## config.mk

```make
export PLATFORM = sky130hd
export DESIGN_NAME = pw_symbol_demod
export DESIGN_NICKNAME = d
export VERILOG_FILES = /design/src/rtl/pw_demod_pkg.sv /design/src/rtl/baud_align.sv /design/src/rtl/level_track.sv /design/src/rtl/slice_track.sv /design/src/rtl/pw_symbol_demod.sv
export SDC_FILE = /design/constraint.sdc
export NUM_CORES = 1
export LEC_CHECK = 0
export BUFFER_PORTS_ARGS = -buffer_cell sky130_fd_sc_hd__buf_2
export CORE_ASPECT_RATIO = 1.5
export CORE_MARGIN = 2
export CORE_UTILIZATION = 60
export CTS_BUF_LIST = sky130_fd_sc_hd__clkbuf_8 sky130_fd_sc_hd__clkbuf_16
export DETAILED_ROUTE_END_ITERATION = 7
export HOLD_SLACK_MARGIN = 0.03
export PLACE_DENSITY = 0.75
export SYNTH_ARGS = -nofsm -noshare
export SYNTH_HDL_FRONTEND = slang
export SYNTH_SLANG_ARGS = --single-unit
```

## constraint.sdc

```tcl
create_clock -name clk_i -period 13.3 [get_ports clk_i]
set_input_delay 1.33 -clock clk_i [delete_from_list [all_inputs] [get_ports clk_i]]
set_output_delay 1.33 -clock clk_i [all_outputs]
set_load 0.02 [all_outputs]
```

## src/rtl/pw_demod_pkg.sv

```systemverilog
package pw_demod_pkg;

  typedef enum logic [1:0] {
    SYM_ZERO = 2'd0,
    SYM_ONE  = 2'd1,
    SYM_MARK = 2'd2
  } sym_e;

  typedef struct packed {
    logic bad;
    sym_e sym;
  } sym_dec_t;

  // Run-length classifier over the last eight raw decisions.
  function automatic sym_dec_t classify(input logic [7:0] runs);
    sym_dec_t d;
    d.bad = 1'b0;
    unique case (runs)
      8'h00, 8'h80:        d.sym = SYM_ZERO;
      8'hC0, 8'hE0, 8'hF0: d.sym = SYM_ONE;
      8'hF8, 8'hFC, 8'hFE: d.sym = SYM_MARK;
      default: begin
        d.sym = SYM_ZERO;
        d.bad = 1'b1;
      end
    endcase
    return d;
  endfunction

endpackage

```

## src/rtl/baud_align.sv

```systemverilog
module baud_align #(
  parameter int unsigned HIST_W   = 32,
  parameter int unsigned BAUD_LEN = 10,
  parameter logic [HIST_W-1:0] SIG_MASK = 32'h303C0F03,
  parameter logic [HIST_W-1:0] SIG_PAT  = 32'h300C0300,
  localparam int unsigned PH_W = $clog2(BAUD_LEN)
) (
  input  logic            clk_i,
  input  logic            rst_ni,
  input  logic            stb_i,
  input  logic            bit_i,
  output logic [PH_W-1:0] phase_nxt_o,
  output logic            slip_o
);

  logic [HIST_W-2:0] hist_q;
  logic [HIST_W-1:0] hist_nxt;
  logic [PH_W-1:0]   phase_q, phase_inc;
  logic              hit;

  assign hist_nxt  = {hist_q, bit_i};
  assign phase_inc = (phase_q == PH_W'(BAUD_LEN - 1)) ? '0 : phase_q + 1'b1;
  assign hit       = (hist_nxt & SIG_MASK) == SIG_PAT;
  assign phase_nxt_o = hit ? '0 : phase_inc;
  assign slip_o    = stb_i && hit && (phase_inc != '0);

  always_ff @(posedge clk_i or negedge rst_ni) begin
    if (!rst_ni) begin
      hist_q  <= '0;
      phase_q <= '0;
    end else if (stb_i) begin
      hist_q  <= hist_nxt[HIST_W-2:0];
      phase_q <= phase_nxt_o;
    end
  end

  assert_phase_range_R1: assert property (@(posedge clk_i) disable iff (!rst_ni)
    phase_q < PH_W'(BAUD_LEN));

  assert_idle_hold_R11: assert property (@(posedge clk_i) disable iff (!rst_ni)
    !stb_i |=> $stable(phase_q) && $stable(hist_q));

endmodule

```

## src/rtl/level_track.sv

```systemverilog
module level_track #(
  parameter int unsigned AMP_W = 16
) (
  input  logic                    clk_i,
  input  logic                    rst_ni,
  input  logic                    stb_i,
  input  logic                    bound_i,
  input  logic signed [AMP_W-1:0] amp_i,
  output logic signed [AMP_W-1:0] thr_o
);

  localparam logic signed [AMP_W-1:0] AMP_MAX = {1'b0, {(AMP_W-1){1'b1}}};
  localparam logic signed [AMP_W-1:0] AMP_MIN = {1'b1, {(AMP_W-1){1'b0}}};

  logic signed [AMP_W-1:0] peak_q, noise_q, tmax_q, tmin_q, tmax_u, tmin_u;
  logic signed [AMP_W:0]   sum;

  assign sum    = $signed({peak_q[AMP_W-1], peak_q}) + $signed({noise_q[AMP_W-1], noise_q});
  assign thr_o  = sum[AMP_W:1];
  assign tmax_u = (amp_i > tmax_q) ? amp_i : tmax_q;
  assign tmin_u = (amp_i < tmin_q) ? amp_i : tmin_q;

  always_ff @(posedge clk_i or negedge rst_ni) begin
    if (!rst_ni) begin
      peak_q  <= '0;
      noise_q <= '0;
      tmax_q  <= AMP_MIN;
      tmin_q  <= AMP_MAX;
    end else if (stb_i) begin
      if (bound_i) begin
        peak_q  <= tmax_u;
        noise_q <= tmin_u;
        tmax_q  <= AMP_MIN;
        tmin_q  <= AMP_MAX;
      end else begin
        tmax_q  <= tmax_u;
        tmin_q  <= tmin_u;
      end
    end
  end

  assert_latch_order_R9: assert property (@(posedge clk_i) disable iff (!rst_ni)
    stb_i && bound_i |=> peak_q >= noise_q);

endmodule

```

## src/rtl/slice_track.sv

```systemverilog
module slice_track #(
  parameter int unsigned AMP_W    = 16,
  parameter int unsigned BAUD_LEN = 10,
  localparam int unsigned PH_W = $clog2(BAUD_LEN)
) (
  input  logic                    clk_i,
  input  logic                    rst_ni,
  input  logic                    stb_i,
  input  logic [PH_W-1:0]         phase_i,
  input  logic signed [AMP_W-1:0] amp_i,
  output logic [7:0]              runs_o
);

  localparam logic signed [AMP_W-1:0] AMP_MAX = {1'b0, {(AMP_W-1){1'b1}}};
  localparam logic signed [AMP_W-1:0] AMP_MIN = {1'b1, {(AMP_W-1){1'b0}}};

  logic [6:0]              runs_q;
  logic signed [AMP_W-1:0] slice_q, emax_q, emin_q, emin_u;
  logic signed [AMP_W:0]   sum;

  assign runs_o = {runs_q, amp_i >= slice_q};
  assign emin_u = (amp_i < emin_q) ? amp_i : emin_q;
  assign sum    = $signed({emax_q[AMP_W-1], emax_q}) + $signed({emin_u[AMP_W-1], emin_u});

  always_ff @(posedge clk_i or negedge rst_ni) begin
    if (!rst_ni) begin
      runs_q  <= '0;
      slice_q <= '0;
      emax_q  <= AMP_MIN;
      emin_q  <= AMP_MAX;
    end else if (stb_i) begin
      runs_q <= runs_o[6:0];
      if (phase_i == '0) begin
        slice_q <= sum[AMP_W:1];
        emax_q  <= AMP_MIN;
        emin_q  <= AMP_MAX;
      end else if (phase_i == PH_W'(1)) begin
        emax_q <= amp_i;
      end else if (phase_i == PH_W'(2)) begin
        if (amp_i > emax_q) emax_q <= amp_i;
      end else if (phase_i == PH_W'(BAUD_LEN - 1)) begin
        emin_q <= amp_i;
      end
    end
  end

  assert_slice_idle_R11: assert property (@(posedge clk_i) disable iff (!rst_ni)
    !stb_i |=> $stable(slice_q));

  assert_slice_only_at_bound_R4: assert property (@(posedge clk_i) disable iff (!rst_ni)
    stb_i && phase_i != '0 |=> $stable(slice_q));

endmodule

```

## src/rtl/pw_symbol_demod.sv

```systemverilog
module pw_symbol_demod
  import pw_demod_pkg::*;
#(
  parameter int unsigned AMP_W    = 16,
  parameter int unsigned BAUD_LEN = 10,
  parameter int unsigned HIST_W   = 32,
  parameter logic [HIST_W-1:0] SIG_MASK = 32'h303C0F03,
  parameter logic [HIST_W-1:0] SIG_PAT  = 32'h300C0300
) (
  input  logic                    clk_i,
  input  logic                    rst_ni,
  input  logic                    cyc_stb_i,
  input  logic signed [AMP_W-1:0] raw_amp_i,
  input  logic signed [AMP_W-1:0] int_amp_i,
  output logic [1:0]              sym_o,
  output logic                    sym_valid_o,
  output logic                    sync_err_o,
  output logic                    dec_err_o
);

  localparam int unsigned PH_W = $clog2(BAUD_LEN);

  logic signed [AMP_W-1:0] thr;
  logic [PH_W-1:0]         phase_nxt;
  logic                    slip, bound;
  logic [7:0]              runs;
  sym_dec_t                dec;

  assign bound = (phase_nxt == '0);
  assign dec   = classify(runs);

  level_track #(.AMP_W(AMP_W)) u_level (
    .clk_i, .rst_ni, .stb_i(cyc_stb_i), .bound_i(bound), .amp_i(int_amp_i), .thr_o(thr)
  );

  baud_align #(.HIST_W(HIST_W), .BAUD_LEN(BAUD_LEN), .SIG_MASK(SIG_MASK), .SIG_PAT(SIG_PAT)) u_align (
    .clk_i, .rst_ni, .stb_i(cyc_stb_i), .bit_i(int_amp_i >= thr),
    .phase_nxt_o(phase_nxt), .slip_o(slip)
  );

  slice_track #(.AMP_W(AMP_W), .BAUD_LEN(BAUD_LEN)) u_slice (
    .clk_i, .rst_ni, .stb_i(cyc_stb_i), .phase_i(phase_nxt), .amp_i(raw_amp_i), .runs_o(runs)
  );

  always_ff @(posedge clk_i or negedge rst_ni) begin
    if (!rst_ni) begin
      sym_o       <= '0;
      sym_valid_o <= 1'b0;
      sync_err_o  <= 1'b0;
      dec_err_o   <= 1'b0;
    end else begin
      sym_valid_o <= cyc_stb_i && bound;
      sync_err_o  <= slip;
      dec_err_o   <= cyc_stb_i && bound && dec.bad;
      sym_o       <= (cyc_stb_i && bound) ? dec.sym : SYM_ZERO;
    end
  end

  assert_code_legal_R7: assert property (@(posedge clk_i) disable iff (!rst_ni)
    sym_valid_o |-> sym_o != 2'd3);

  assert_err_with_zero_R8: assert property (@(posedge clk_i) disable iff (!rst_ni)
    dec_err_o |-> sym_valid_o && sym_o == 2'd0);

  assert_valid_needs_stb_R1: assert property (@(posedge clk_i) disable iff (!rst_ni)
    sym_valid_o |-> $past(cyc_stb_i));

  assert_slip_is_bound_R3: assert property (@(posedge clk_i) disable iff (!rst_ni)
    sync_err_o |-> sym_valid_o);

endmodule

```

# [After elaboration in Yosys (flattened, before gate mapping)]
# Index checks and enable logic that the tools add are counted.
[word_totals] ff_bits=157 output_inout_bits=5 elab_cells=71 inputBits=35
[classes] n_eq_ne=14 n_lt_le_gt_ge=6 reduce_logical=16 addsub=3 n_mux=18
[ops] operator="$mux W16" n=13
[ops] operator="$eq A8 B8 Y1 const B" n=7
[ops] operator="$add A16 B16 Y17" n=2
[ops] operator="$ge A16 B16 Y1" n=2
[ops] operator="$gt A16 B16 Y1" n=2
[ops] operator="$lt A16 B16 Y1" n=2
[ops] operator="$eq A12 B12 Y1 const B" n=1
[ops] operator="$eq A4 B4 Y1 const B" n=2
[ops] operator="$logic_not A8 Y1" n=1
[ops] operator="$mux W4" n=2
[ops] operator="$reduce_or A8 Y1" n=1
[ops] operator="$reduce_bool A3 Y1" n=2
[ops] operator="$reduce_or A3 Y1" n=2
[ops] operator="$add A4 B1 Y4 const B" n=1
[ops] operator="$eq A4 B1 Y1 const B" n=1
[ops] operator="$eq A4 B2 Y1 const B" n=1
[ops] operator="$logic_and A1 B1 Y1" n=4
[ops] operator="$logic_not A4 Y1" n=1
[ops] operator="$ne A2 B2 Y1 const B" n=2
[ops] operator="$pmux W2 S2" n=1
[ops] operator="$reduce_and A4 Y1" n=1
[ops] operator="$reduce_bool A4 Y1" n=1
[ops] operator="$reduce_and A3 Y1" n=1
[ops] operator="$mux W2" n=1
[ops] operator="other kinds (3)" n=3

# [Depth between registers and ports, before layout]
# Gate-level depths: netlist (run 1).
[logic_depth] word_depth=9 depth_mapped=25 ltp_nobuf=22

# [By module]
# From an unflattened synthesis (run 1), not the netlist that was laid out.
[unflattened] cells_unflattened=1092 hier_area_um2=10706.5
[modules_own_cells] mod="slice_track" instances=1 cells_each=469 seq_area_each_um2=1396.3 area_per_inst_um2=4314.1
[modules_own_cells] mod="level_track" instances=1 cells_each=443 seq_area_each_um2=1621.6 area_per_inst_um2=4292.9
[modules_own_cells] mod="baud_align" instances=1 cells_each=107 seq_area_each_um2=825.8 area_per_inst_um2=1486.4
[modules_own_cells] mod="pw_symbol_demod" instances=1 cells_each=73 seq_area_each_um2=125.1 area_per_inst_um2=613.1

# [Least setup slack after synthesis (run 1)]
# No wires, ideal clock.
[synth_timing] path_type="input-to-reg" startpoint="input raw_amp_i[12]" endpoint="register u_slice.slice_q[15]" t_required_ps=13213 t_arrival_ps=5312 path_stages=19 setup_slack_ps=7901 n_path_buf=1 path_cell_list="ha_1 > nand4_1 > a211oi_1 > o2111ai_1 > and3_1 > mux2i_1 > clkbuf_1 > o21ai_0 > fa_1 > a21o_1 > a21o_1 > a21o_1 > a21o_1 > a21oi_1 > nor2_1 > o31ai_1 > a21oi_1 > a2111o_1 > a22oi_1"
[synth_between] elab_chain_cells=3
[synth_lines] item="from (decl)" line_no="pw_symbol_demod.sv:13" rtl="input logic signed [AMP_W-1:0] raw_amp_i,"
[synth_lines] item="$lt A16 B16 Y1" line_no="slice_track.sv:22" rtl="assign emin_u = (amp_i < emin_q) ? amp_i : emin_q;"
[synth_lines] item="$mux W16 (*)" line_no="slice_track.sv:22"
[synth_lines] item="$add A16 B16 Y17 (*)" line_no="slice_track.sv:23" rtl="assign sum = $signed({emax_q[AMP_W-1], emax_q}) + $signed({emin_u[AMP_W-1], emin_u});"
[synth_lines] item="to (signal assigned)" line_no="slice_track.sv:34" rtl="slice_q <= sum[AMP_W:1];"
[synth_lines] item="to (decl)" line_no="slice_track.sv:18" rtl="logic signed [AMP_W-1:0] slice_q, emax_q, emin_q, emin_u;"
# Every way passes the cells marked *; elsewhere a longest branch is shown, timed or not.
# A chain may end at the register's enable or synchronous reset.

# [Final worst setup path (run 1)]
[layout_timing] startpoint="register u_level.noise_q[2]" endpoint="register u_slice.slice_q[0]"
[layout_between] elab_chain_cells=6
[layout_lines] item="from (decl)" line_no="level_track.sv:15" rtl="logic signed [AMP_W-1:0] peak_q, noise_q, tmax_q, tmin_q, tmax_u, tmin_u;"
[layout_lines] item="from (signal assigned)" line_no="level_track.sv:32" rtl="noise_q <= tmin_u;"
[layout_lines] item="$add A16 B16 Y17" line_no="level_track.sv:18" rtl="assign sum = $signed({peak_q[AMP_W-1], peak_q}) + $signed({noise_q[AMP_W-1], noise_q});"
[layout_lines] item="$ge A16 B16 Y1" line_no="pw_symbol_demod.sv:37" rtl=".clk_i, .rst_ni, .stb_i(cyc_stb_i), .bit_i(int_amp_i >= thr),"
[layout_lines] item="$eq A12 B12 Y1" line_no="baud_align.sv:23" rtl="assign hit = (hist_nxt & SIG_MASK) == SIG_PAT;"
[layout_lines] item="$mux W4" line_no="baud_align.sv:24" rtl="assign phase_nxt_o = hit ? '0 : phase_inc;"
[layout_lines] item="$logic_not A4 Y1" line_no="slice_track.sv:33" rtl="if (phase_i == '0) begin"
[layout_lines] item="$reduce_and A2 Y1 (no line)"
# Every way passes these cells.

==> results.cfg, run 1 <==
[floorplanning]
io_pins = 40
start_util = 0.611
die_w_um = 111
die_h_um = 164
dieArea_mm2 = 0.0182
core-area_mm2 = 0.0168
num_rows = 58

[synth]
synth.area.mux_share = 0.0878
ys_seq_elements = 157
syn_area_mm2 = 0.0102
synth-edff-count = 0
ys.warnings.count = 0
async_flop_share = 1.00
ys.flop_type = dfrtp_1
netlist_instances = 1054
yosysSeqAreaShare = 0.387
syn_avg_cell_area_um2 = 9.72
synth.distinct_cells = 69
syn_nets = 1217
synth_simple_gate_area_share = 0.109
synth_compound_area_frac = 0.172
synthAdderAreaFrac = 0.158
synth_top_family_by_area = compound AO/OA/AOI/OAI gates
synth_xor_xnor_area_share = 0.0231

[timing]
report.final.setup_viol = 0
worstMarginPinSlew_ns = 0.870
setup-tns-final_ns = 0
whs_ns = 0.488
rsz0062_at_grt = no
finClkSkew_ns = 0.00962
finalHoldViolations = 0
slew_viol_final = 0
slew-limit-headroom = 0.420
fin_crit_sh = 0.457
max_freq_mhz = 164
post-route-min-period_ns = 6.08

[power]
leakagePower_nw = 5.73
p_per_area_mw_per_mm2 = 276
report.power.total_mw = 3.09
vdd_ir_drop_max_uv = 182

[status]
status = finished clean

[setup_path]
worstSetupStartpointType = register
rrSetupSlack_ns = 7.22
cp.arrival_ns = 6.38
r2r_start = u_level.noise_q[2]$_DFFE_PN0P_
r2r-end = u_slice.slice_q[0]$_DFFE_PN0P_
worst-path-max-fanout = 78
criticalPathCategory = reg -> reg
reg2reg_depth = 22
setup.worst_path.start = u_level.noise_q[2]$_DFFE_PN0P_
cp-end-kind = register
crit_end = u_slice.slice_q[0]$_DFFE_PN0P_
required_ns = 13.60

[place]
hpwl_um = 16900
place_inst = 1273
place.gp.congestion = 0.895
port_buffers = 39

[route]
ant_nets = 0
drc = 0
highest_layer = met4
wire_per_inst_um = 17.4
met1_length_um = 9180
met3WireLength_um = 779
wl_um = 22800
wl_met2_um = 11900
first_pass_iters = 5
drt_first_iter_violations = 388
vias = 7748
vias_per_cell = 5.94

[layout]
instances_no_fill = 1305
seq_area_mm2 = 0.00397
synthToLayoutAreaGrowth_pct = 9.27
fillers = 1336
diodes = 0
multiInputGateArea_mm2 = 0.00565
layout-drive-gt1-share = 0.148
nets = 1245

[job]
maxCapViolations = 0

[clocking]
cts_tree = done
htreeDepth = 4
clk_pin_slew_worst_paths_ns = 0.06
clockBufferDepth = 2
cts_setup_buffers = 0
cts_inserted_buffers = 17
insertion_delay_ns = 0.42
ctsResizeCount = 0
clock_sinks = 157
cts-root-buf = clkbuf_16
cts_hold_buffers = 0

[global_route]
grt_max_degree = 91
grt_pass1_wl_um = 39100
grt.overflow.total = 0
grt_pass1_vias = 8125
track_usage = 0.269
grt_antenna_before_repair = 0

[worst_hold_path]
hp-class = reg -> reg
-- kinds of logic after synthesis --
| kind of cell | after synthesis |
|---|---|
| AO/OA/AOI/OAI | 272 |
| AND/OR/NAND/NOR | 230 |
| flip-flops | 157 |
| buffers and inverters | 155 |
| adder cells (fa/ha/maj) | 128 |
| multiplexers | 85 |
| XOR/XNOR | 27 |
-- where the power goes --
group	internal, mW	switching [mW]
clock	0.306	0.197
combinational	0.757	0.937
sequential	0.731	0.157
total	1.79	1.29
-- synth_stat cells, types with 2 or more instances --
library cell / count / area [um^2]
ha_1: 126 / 1580
dfrtp_1: 125 / 3130
inv_1: 118 / 443
nand2_1: 94 / 353
o21ai_0: 80 / 400
mux2i_1: 49 / 490
a21oi_1: 42 / 210
nor2_1: 40 / 150
mux2_2: 34 / 383
dfstp_2: 32 / 841
a21o_1: 31 / 233
a31oi_1: 24 / 150
nand4_1: 20 / 125
o21a_1: 20 / 150
a22o_1: 16 / 140
clkbuf_1: 16 / 60.1
o22a_1: 15 / 131
nand3_1: 14 / 70.1
xor2_1: 14 / 123
xnor2_1: 13 / 114
nor2b_1: 12 / 75.1
buf_2: 11 / 55.1
o21ai_1: 11 / 55.1
nand2b_1: 10 / 62.6
nor3_1: 9 / 45.0
a211oi_1: 5 / 37.5
and3_1: 5 / 31.3
buf_4: 5 / 37.5
o21bai_1: 4 / 30.0
o31ai_1: 4 / 30.0
or2_2: 4 / 25.0
and4_1: 3 / 26.3
buf_6: 3 / 33.8
nor4_1: 3 / 18.8
or3_1: 3 / 18.8
a311oi_1: 2 / 17.5
a41oi_1: 2 / 17.5
and2_1: 2 / 12.5
fa_1: 2 / 40.0
o22ai_1: 2 / 12.5
-- registers in the layout, indices dropped and copies added, names as in the netlist --
signal and count:
sync_err_o 1, u_slice.emax_q 16, u_align.hist_q 29, sym_valid_o 1, u_level.tmax_q 16, u_slice.emin_q 16, u_level.noise_q 16, dec_err_o 1
u_align.phase_q 4, u_slice.slice_q 16, sym_o 2, u_slice.runs_q 7, u_level.tmin_q 16, u_level.peak_q 16
-- critical path, cell delays in order (launching register included) --
cell and delay, ns:
dfrtp_1 0.38, ha_1 0.33, nor2b_1 0.14, o21ai_0 0.22
a21oi_1 0.12, o21ai_0 0.26, a21oi_1 0.14, o21a_1 0.19
or2_2 0.29, a21o_1 0.18, a21oi_1 0.17, xor2_1 0.18
ha_1 0.26, a21o_1 0.18, a21o_1 0.17, a21oi_1 0.16
o221ai_1 0.14, or3_1 0.46, a41oi_2 0.20, buf_4 0.38
nand2b_2 0.40, buf_4 0.61, mux2_1 0.39
-- per-layer routing --
| metal | track usage | up-vias |
|---|---|---|
| met1 | 0.309 | 3727 |
| met3 | 0.0406 | 62 |
| met5 | 0 | - |
| met4 | 0.134 | 0 |
| li1 | - | 3790 |
| met2 | 0.488 | 169 |
-- cells in the final DEF (no fill, tap or decap), drive strengths merged, types with 36 or more instances in the layout --
master and n:
buf 46, nor2 41, o21ai 93, mux2 36, dfrtp 125, nand2 94, mux2i 49, a21oi 42
inv 121, ha 126
-- per-stage QoR --
stage / setup WS, ns / util / cell area, um^2
2_1_floorplan: 7.90 / - / 10200
3_3_place_gp: 7.18 / 0.631 / 10600
3_5_place_dp: 7.05 / 0.631 / 10600
4_1_cts: 7.20 / 0.668 / 11200
5_1_grt: 6.72 / 0.668 / 11200
6_report: 7.22 / 0.668 / 11200
-- worst min-delay path by stage --
stage,from,end,slack [ns],depth (start not counted)
after detailed placement,u_slice.slice_q[2]$_DFFE_PN0P_,u_slice.slice_q[2]$_DFFE_PN0P_,0.48,2
after global placement,u_slice.slice_q[9]$_DFFE_PN0P_,u_slice.slice_q[9]$_DFFE_PN0P_,0.46,2
after CTS,u_slice.slice_q[14]$_DFFE_PN0P_,u_slice.slice_q[14]$_DFFE_PN0P_,0.49,2
after global routing,u_slice.slice_q[7]$_DFFE_PN0P_,u_slice.slice_q[7]$_DFFE_PN0P_,0.51,2
final,u_slice.slice_q[2]$_DFFE_PN0P_,u_slice.slice_q[2]$_DFFE_PN0P_,0.49,2
after floorplan,u_slice.slice_q[10]$_DFFE_PN0P_,u_slice.slice_q[10]$_DFFE_PN0P_,0.45,2
-- cell type report --
| type | instances | share of cell area |
|---|---|---|
| sequential | 157 | 0.354 |
| tap | 210 | 0.0235 |
| timing repair buffer | 46 | 0.0227 |
| inverter | 118 | 0.0395 |
| clock buffer | 19 | 0.0404 |
| multi-input combinational | 742 | 0.505 |
| clock inverter | 13 | 0.0147 |
(Power assumes the default switching activity.)
==> inputs of run 2 (changes only) <==
==> constraint.sdc (replaced) <==
create_clock -name clk_i -period 5.6 [get_ports clk_i]
set_input_delay 0.56 -clock clk_i [delete_from_list [all_inputs] [get_ports clk_i]]
set_output_delay 0.56 -clock clk_i [all_outputs]
set_load 0.02 [all_outputs]
==> results.cfg, run 2 (same netlist as run 1, synthesis figures left out) <==
[place]
place.gp.congestion = 0.948
place_inst = 1281
port_buffers = 39
hpwl_um = 16400
place_area_mm2 = 0.0107
dp_slack_ns = 0.271

[clocking]
cts-root-buf = clkbuf_16
htreeDepth = 4
clockBufferDepth = 2
clk_pin_slew_worst_paths_ns = 0.07
cts_setup_buffers = 0
clock_sinks = 157
cts_inserted_buffers = 17
cts_tree = done
insertion_delay_ns = 0.43
cts_hold_buffers = 0

[layout]
final_common_cell = ha_1
fillers = 1338
instances_no_fill = 1313
largest_reg_flops = 29
diodes = 0
final_cell_mix = 126 x ha_1, 125 x dfrtp_1, 119 x inv_1
nets = 1253
top_register = u_align.hist_q
layout-drive-gt1-share = 0.155
synthToLayoutAreaGrowth_pct = 10.0
final_area_mm2 = 0.0113
fin_util = 0.673

[global_route]
grt_max_degree = 97
grt_pass1_wl_um = 37300
grt_antenna_before_repair = 0
grt.overflow.total = 0
grt_pass1_vias = 7863
track_usage = 0.257

[timing]
slew-limit-headroom = 0.289
post-route-min-period_ns = 5.23
layout_setup_ws_ns = 0.369
whs_ns = 0.214
setup-tns-final_ns = 0
finClkSkew_ns = 0.00977
finalHoldViolations = 0
slew_viol_final = 0
report.final.setup_viol = 0
worstMarginPinSlew_ns = 1.07
fin_crit_sh = 0.934
rsz0062_at_grt = no
max_freq_mhz = 191

[setup_path]
cp.arrival_ns = 5.58
criticalPathCategory = reg -> reg
required_ns = 5.95
worstSetupStartpointType = register
r2r-end = u_level.tmin_q[5]$_DFFE_PN1P_
rrSetupSlack_ns = 0.37
reg2reg_depth = 22
r2r_start = u_level.noise_q[1]$_DFFE_PN0P_
cp-end-kind = register
worst-path-max-fanout = 15

[power]
leakagePower_nw = 5.78
power_frac_seq = 0.286
vdd_ir_drop_max_uv = 332
p_switching_mw = 3.08
report.power.total_mw = 7.32
comb_power_share = 0.556
clock_power_share = 0.157
internal-power_mw = 4.24
p_per_area_mw_per_mm2 = 649
swShare = 0.421

[route]
wire_per_inst_um = 16.8
vias = 7606
drc = 0
wl_um = 22100
ant_nets = 0
vias_per_cell = 5.79
drt_first_iter_violations = 386
first_pass_iters = 4

[status]
status = finished clean

[floorplanning]
die_h_um = 164
start_util = 0.611
die_w_um = 111
io_pins = 40
core-area_mm2 = 0.0168
num_rows = 58
dieArea_mm2 = 0.0182

[worst_hold_path]
hp-class = in -> async

[job]
maxCapViolations = 0
-- run 2: worst max-delay path, stage by stage (launching register included) --
cell and delay [ns]:
dfrtp_1 0.40, ha_1 0.29, a31o_2 0.21, a21oi_1 0.26, o21ai_0 0.15, a21oi_1 0.32
o21ai_0 0.18, nand3_1 0.20, a31oi_1 0.17, a21o_1 0.23, a21oi_1 0.17, xor2_1 0.23
ha_1 0.29, nand4_1 0.13, nor2_1 0.10, and4_1 0.23, o21a_1 0.14, or3_1 0.41
nand4_4 0.18, nand3_2 0.15, or2_1 0.29, buf_4 0.21, o22a_1 0.23
-- run 2: power groups by stage --
stage          combinational, mW  clock (mW)  sequential, mW
2_1_floorplan               3.20           0            1.98
3_3_place_gp                3.96           0            2.08
3_5_place_dp                4.04           0            2.10
4_1_cts                     4.08        1.17            2.09
5_1_grt                     4.62        1.21            2.16
6_report                    4.07        1.15            2.10
-- run 2: worst max path at each step --
stage	start	to	slack (ns)	depth (start not counted)
final	u_level.noise_q[1]$_DFFE_PN0P_	u_level.tmin_q[5]$_DFFE_PN1P_	0.37	22
after global routing	u_level.noise_q[1]$_DFFE_PN0P_	u_level.tmin_q[5]$_DFFE_PN1P_	0.02	24
after CTS	u_slice.emin_q[9]$_DFFE_PN1P_	u_slice.slice_q[15]$_DFFE_PN0P_	0.39	20
after detailed placement	raw_amp_i[15]	u_slice.slice_q[15]$_DFFE_PN0P_	0.27	20
after global placement	raw_amp_i[15]	u_slice.slice_q[15]$_DFFE_PN0P_	0.37	20
after floorplan	u_level.noise_q[2]$_DFFE_PN0P_	u_slice.slice_q[0]$_DFFE_PN0P_	0.90	22
-- run 2: timing repair --
action,4_1_cts,5_1_grt
resized for setup,0,2
setup endpoints to repair,0,11
endpoints found under the hold margin,0,0
-- run 2: cell type report --
cell class,count,area (um^2),area share
clock buffers,17,425,0.0377
clock inverters,15,161,0.0143
inverters,118,443,0.0393
multi-input cells,742,5660,0.502
flip-flops and latches,157,3970,0.352
well taps,210,263,0.0233
repair buffers,54,352,0.0312
-- run 2: metal layers --
metal / share of wire / GRT usage / up-vias / wire, um
li1: - / - / 3804 / -
met1: 0.41 / 0.293 / 3634 / 9080
met2: 0.53 / 0.473 / 111 / 11700
met3: 0.019 / 0.0376 / 57 / 416
met4: 0.041 / 0.125 / 0 / 913
met5: 0 / 0 / - / 0
==> inputs of run 3 (changes only) <==
--- a/config.mk
+++ b/config.mk
@@ -8,11 +8,11 @@
 export BUFFER_PORTS_ARGS = -buffer_cell sky130_fd_sc_hd__buf_2
 export CORE_ASPECT_RATIO = 1.5
 export CORE_MARGIN = 2
-export CORE_UTILIZATION = 60
+export CORE_UTILIZATION = 57
 export CTS_BUF_LIST = sky130_fd_sc_hd__clkbuf_8 sky130_fd_sc_hd__clkbuf_16
 export DETAILED_ROUTE_END_ITERATION = 7
 export HOLD_SLACK_MARGIN = 0.03
-export PLACE_DENSITY = 0.75
+export PLACE_DENSITY = 0.74
 export SYNTH_ARGS = -nofsm -noshare
 export SYNTH_HDL_FRONTEND = slang
 export SYNTH_SLANG_ARGS = --single-unit
==> constraint.sdc (replaced) <==
create_clock -name clk_i -period 4.32 [get_ports clk_i]
set_input_delay 0.432 -clock clk_i [delete_from_list [all_inputs] [get_ports clk_i]]
set_output_delay 0.432 -clock clk_i [all_outputs]
set_load 0.02 [all_outputs]
==> results.cfg, run 3 (same netlist as run 1, synthesis figures left out) <==
[status]
status = finished, violations left
violations = negative setup slack

[worst_hold_path]
hp-class = in -> async

[clocking]
clock_sinks = 157
insertion_delay_ns = 0.44
cts-root-buf = clkbuf_16
cts_tree = done
cts_hold_buffers = 0
htreeDepth = 4
clk_pin_slew_worst_paths_ns = 0.07
clockBufferDepth = 2
cts_inserted_buffers = 17

[timing]
report.final.setup_viol = 120
max_freq_mhz = 198
post-route-min-period_ns = 5.05
layout_setup_ws_ns = -0.727
setup-tns-final_ns = -78.81
slew_viol_final = 0
finalHoldViolations = 0
rsz0062_at_grt = yes
worstMarginPinSlew_ns = 0.893
slew-limit-headroom = 0.405
finClkSkew_ns = 0.0108
fin_crit_sh = 1.17

[setup_path]
crit_path_top_delay_cell = fa_2
reg2reg_depth = 24
crit_end = u_level.tmax_q[14]$_DFFE_PN0P_
path_buf_inv = 3
r2r_start = u_level.peak_q[1]$_DFFE_PN0P_
worst-path-max-fanout = 7
cp-end-kind = register
cpMostUsedCell = o21ai_2
criticalPathCategory = reg -> reg
max_stage_delay_ns = 0.42
path_depth = 24
rrSetupSlack_ns = -0.73
setup.worst_path.start = u_level.peak_q[1]$_DFFE_PN0P_
r2r-end = u_level.tmax_q[14]$_DFFE_PN0P_
crit_chain = inv_2, fa_2, nor2b_2, o21ai_2, a21oi_2, o21ai_2, a21oi_2, o21a_1, o21ai_2, a311oi_2, o21ai_1, a31oi_1, ha_1, nand4_1, nor2_2, and4_1, o21a_1, or3_4, nand4_4, buf_6, nand3_4, o21ai_4, clkbuf_16, a22o_1
cp.arrival_ns = 5.42
required_ns = 4.69
worstSetupStartpointType = register
crit_family = compound AO/OA/AOI/OAI gates

[global_route]
grt.overflow.total = 0
grt_max_degree = 82
grt_pass1_wl_um = 44600
track_usage = 0.298
grt_antenna_before_repair = 0
grt_pass1_vias = 8871

[power]
p_per_area_mw_per_mm2 = 897
leakagePower_nw = 6.69
vdd_ir_drop_max_uv = 556

[floorplanning]
dieArea_mm2 = 0.0191
core-area_mm2 = 0.0178
start_util = 0.576
die_h_um = 168
die_w_um = 113
io_pins = 40
num_rows = 60

[layout]
diodes = 0
top_register = u_align.hist_q
multiInputGateArea_mm2 = 0.00639
nets = 1367
fillers = 1102
seq_area_mm2 = 0.00397
layout-drive-gt1-share = 0.343
final_common_cell = dfrtp_1
final_cell_mix = 125 x dfrtp_1, 120 x ha_1, 114 x inv_1
synthToLayoutAreaGrowth_pct = 31.2
largest_reg_flops = 29

[route]
vias_per_cell = 6.21
ant_nets = 0
wl_um = 31300
drt_first_iter_violations = 638
drc = 0
vias = 8907
wire_per_inst_um = 21.8
first_pass_iters = 5

[place]
dp_slack_ns = -0.530
port_buffers = 39
place.gp.congestion = 0.903
hpwl_um = 17500

[job]
maxCapViolations = 0
run 3: worst reg2reg max path, stage by stage, from the launching register on:
cell,delay [ns]
dfrtp_1,0.39
inv_2,0.07
fa_2,0.42
nor2b_2,0.22
o21ai_2,0.12
a21oi_2,0.18
o21ai_2,0.10
a21oi_2,0.18
o21a_1,0.20
o21ai_2,0.10
a311oi_2,0.34
o21ai_1,0.15
a31oi_1,0.23
ha_1,0.30
nand4_1,0.17
nor2_2,0.08
and4_1,0.18
o21a_1,0.13
or3_4,0.42
nand4_4,0.14
buf_6,0.11
nand3_4,0.10
o21ai_4,0.28
clkbuf_16,0.24
a22o_1,0.13
run 3: layout make-up:
cell class / count / share of cell area
inverter: 118 / 0.0331
clock inverter: 14 / 0.0161
timing repair buffer: 168 / 0.128
multi-input combinational: 742 / 0.475
sequential: 157 / 0.295
tap: 217 / 0.0202
clock buffer: 18 / 0.0326
run 3: worst min-delay path by stage:
stage	from	slack (ns)	end	depth (start not counted)
global placement	u_slice.slice_q[7]$_DFFE_PN0P_	0.46	u_slice.slice_q[7]$_DFFE_PN0P_	2
CTS	rst_ni	0.06	u_level.tmax_q[7]$_DFFE_PN0P_	1
global route	rst_ni	0.09	u_level.tmax_q[7]$_DFFE_PN0P_	1
detailed placement	u_slice.slice_q[5]$_DFFE_PN0P_	0.47	u_slice.slice_q[5]$_DFFE_PN0P_	2
floorplan	rst_ni	0.14	dec_err_o$_DFF_PN0_	0
finish	rst_ni	0.02	u_level.tmax_q[7]$_DFFE_PN0P_	1
run 3: routing by layer:
| layer | wire (um) | track usage | vias up |
|---|---|---|---|
| li1 | - | - | 4038 |
| met1 | 11100 | 0.315 | 4387 |
| met2 | 16500 | 0.555 | 328 |
| met3 | 1330 | 0.0529 | 154 |
| met4 | 2260 | 0.157 | 0 |
| met5 | 0 | 0 | - |
run 3: power by group:
group	internal, mW	switching (mW)	leakage, nW
combinational	3.58	3.98	4.50
sequential	2.25	0.567	1.87
clock	1.04	0.651	0.314
run 3: per-stage QoR:
step	total power [mW]	cell area, um^2	instances	hold WS, ns	util
after detailed placement	8.57	11300	1352	0.470	0.635
final	12.1	13500	1434	0.0161	0.756
after floorplan	6.83	10300	1054	0.136	-
after CTS	11.1	12900	1419	0.0570	0.727
after global placement	8.39	11300	1352	0.459	0.635
after global routing	12.8	13500	1434	0.0897	0.756
run 3: timing repair:
| item | 4_1_cts | 5_1_grt |
|---|---|---|
| endpoints found under the setup margin | 117 | 120 |
| buffers inserted | 27 | 19 |
| resized for setup | 145 | 98 |
| pin swaps | 89 | 81 |
| gates cloned | 12 | 4 |
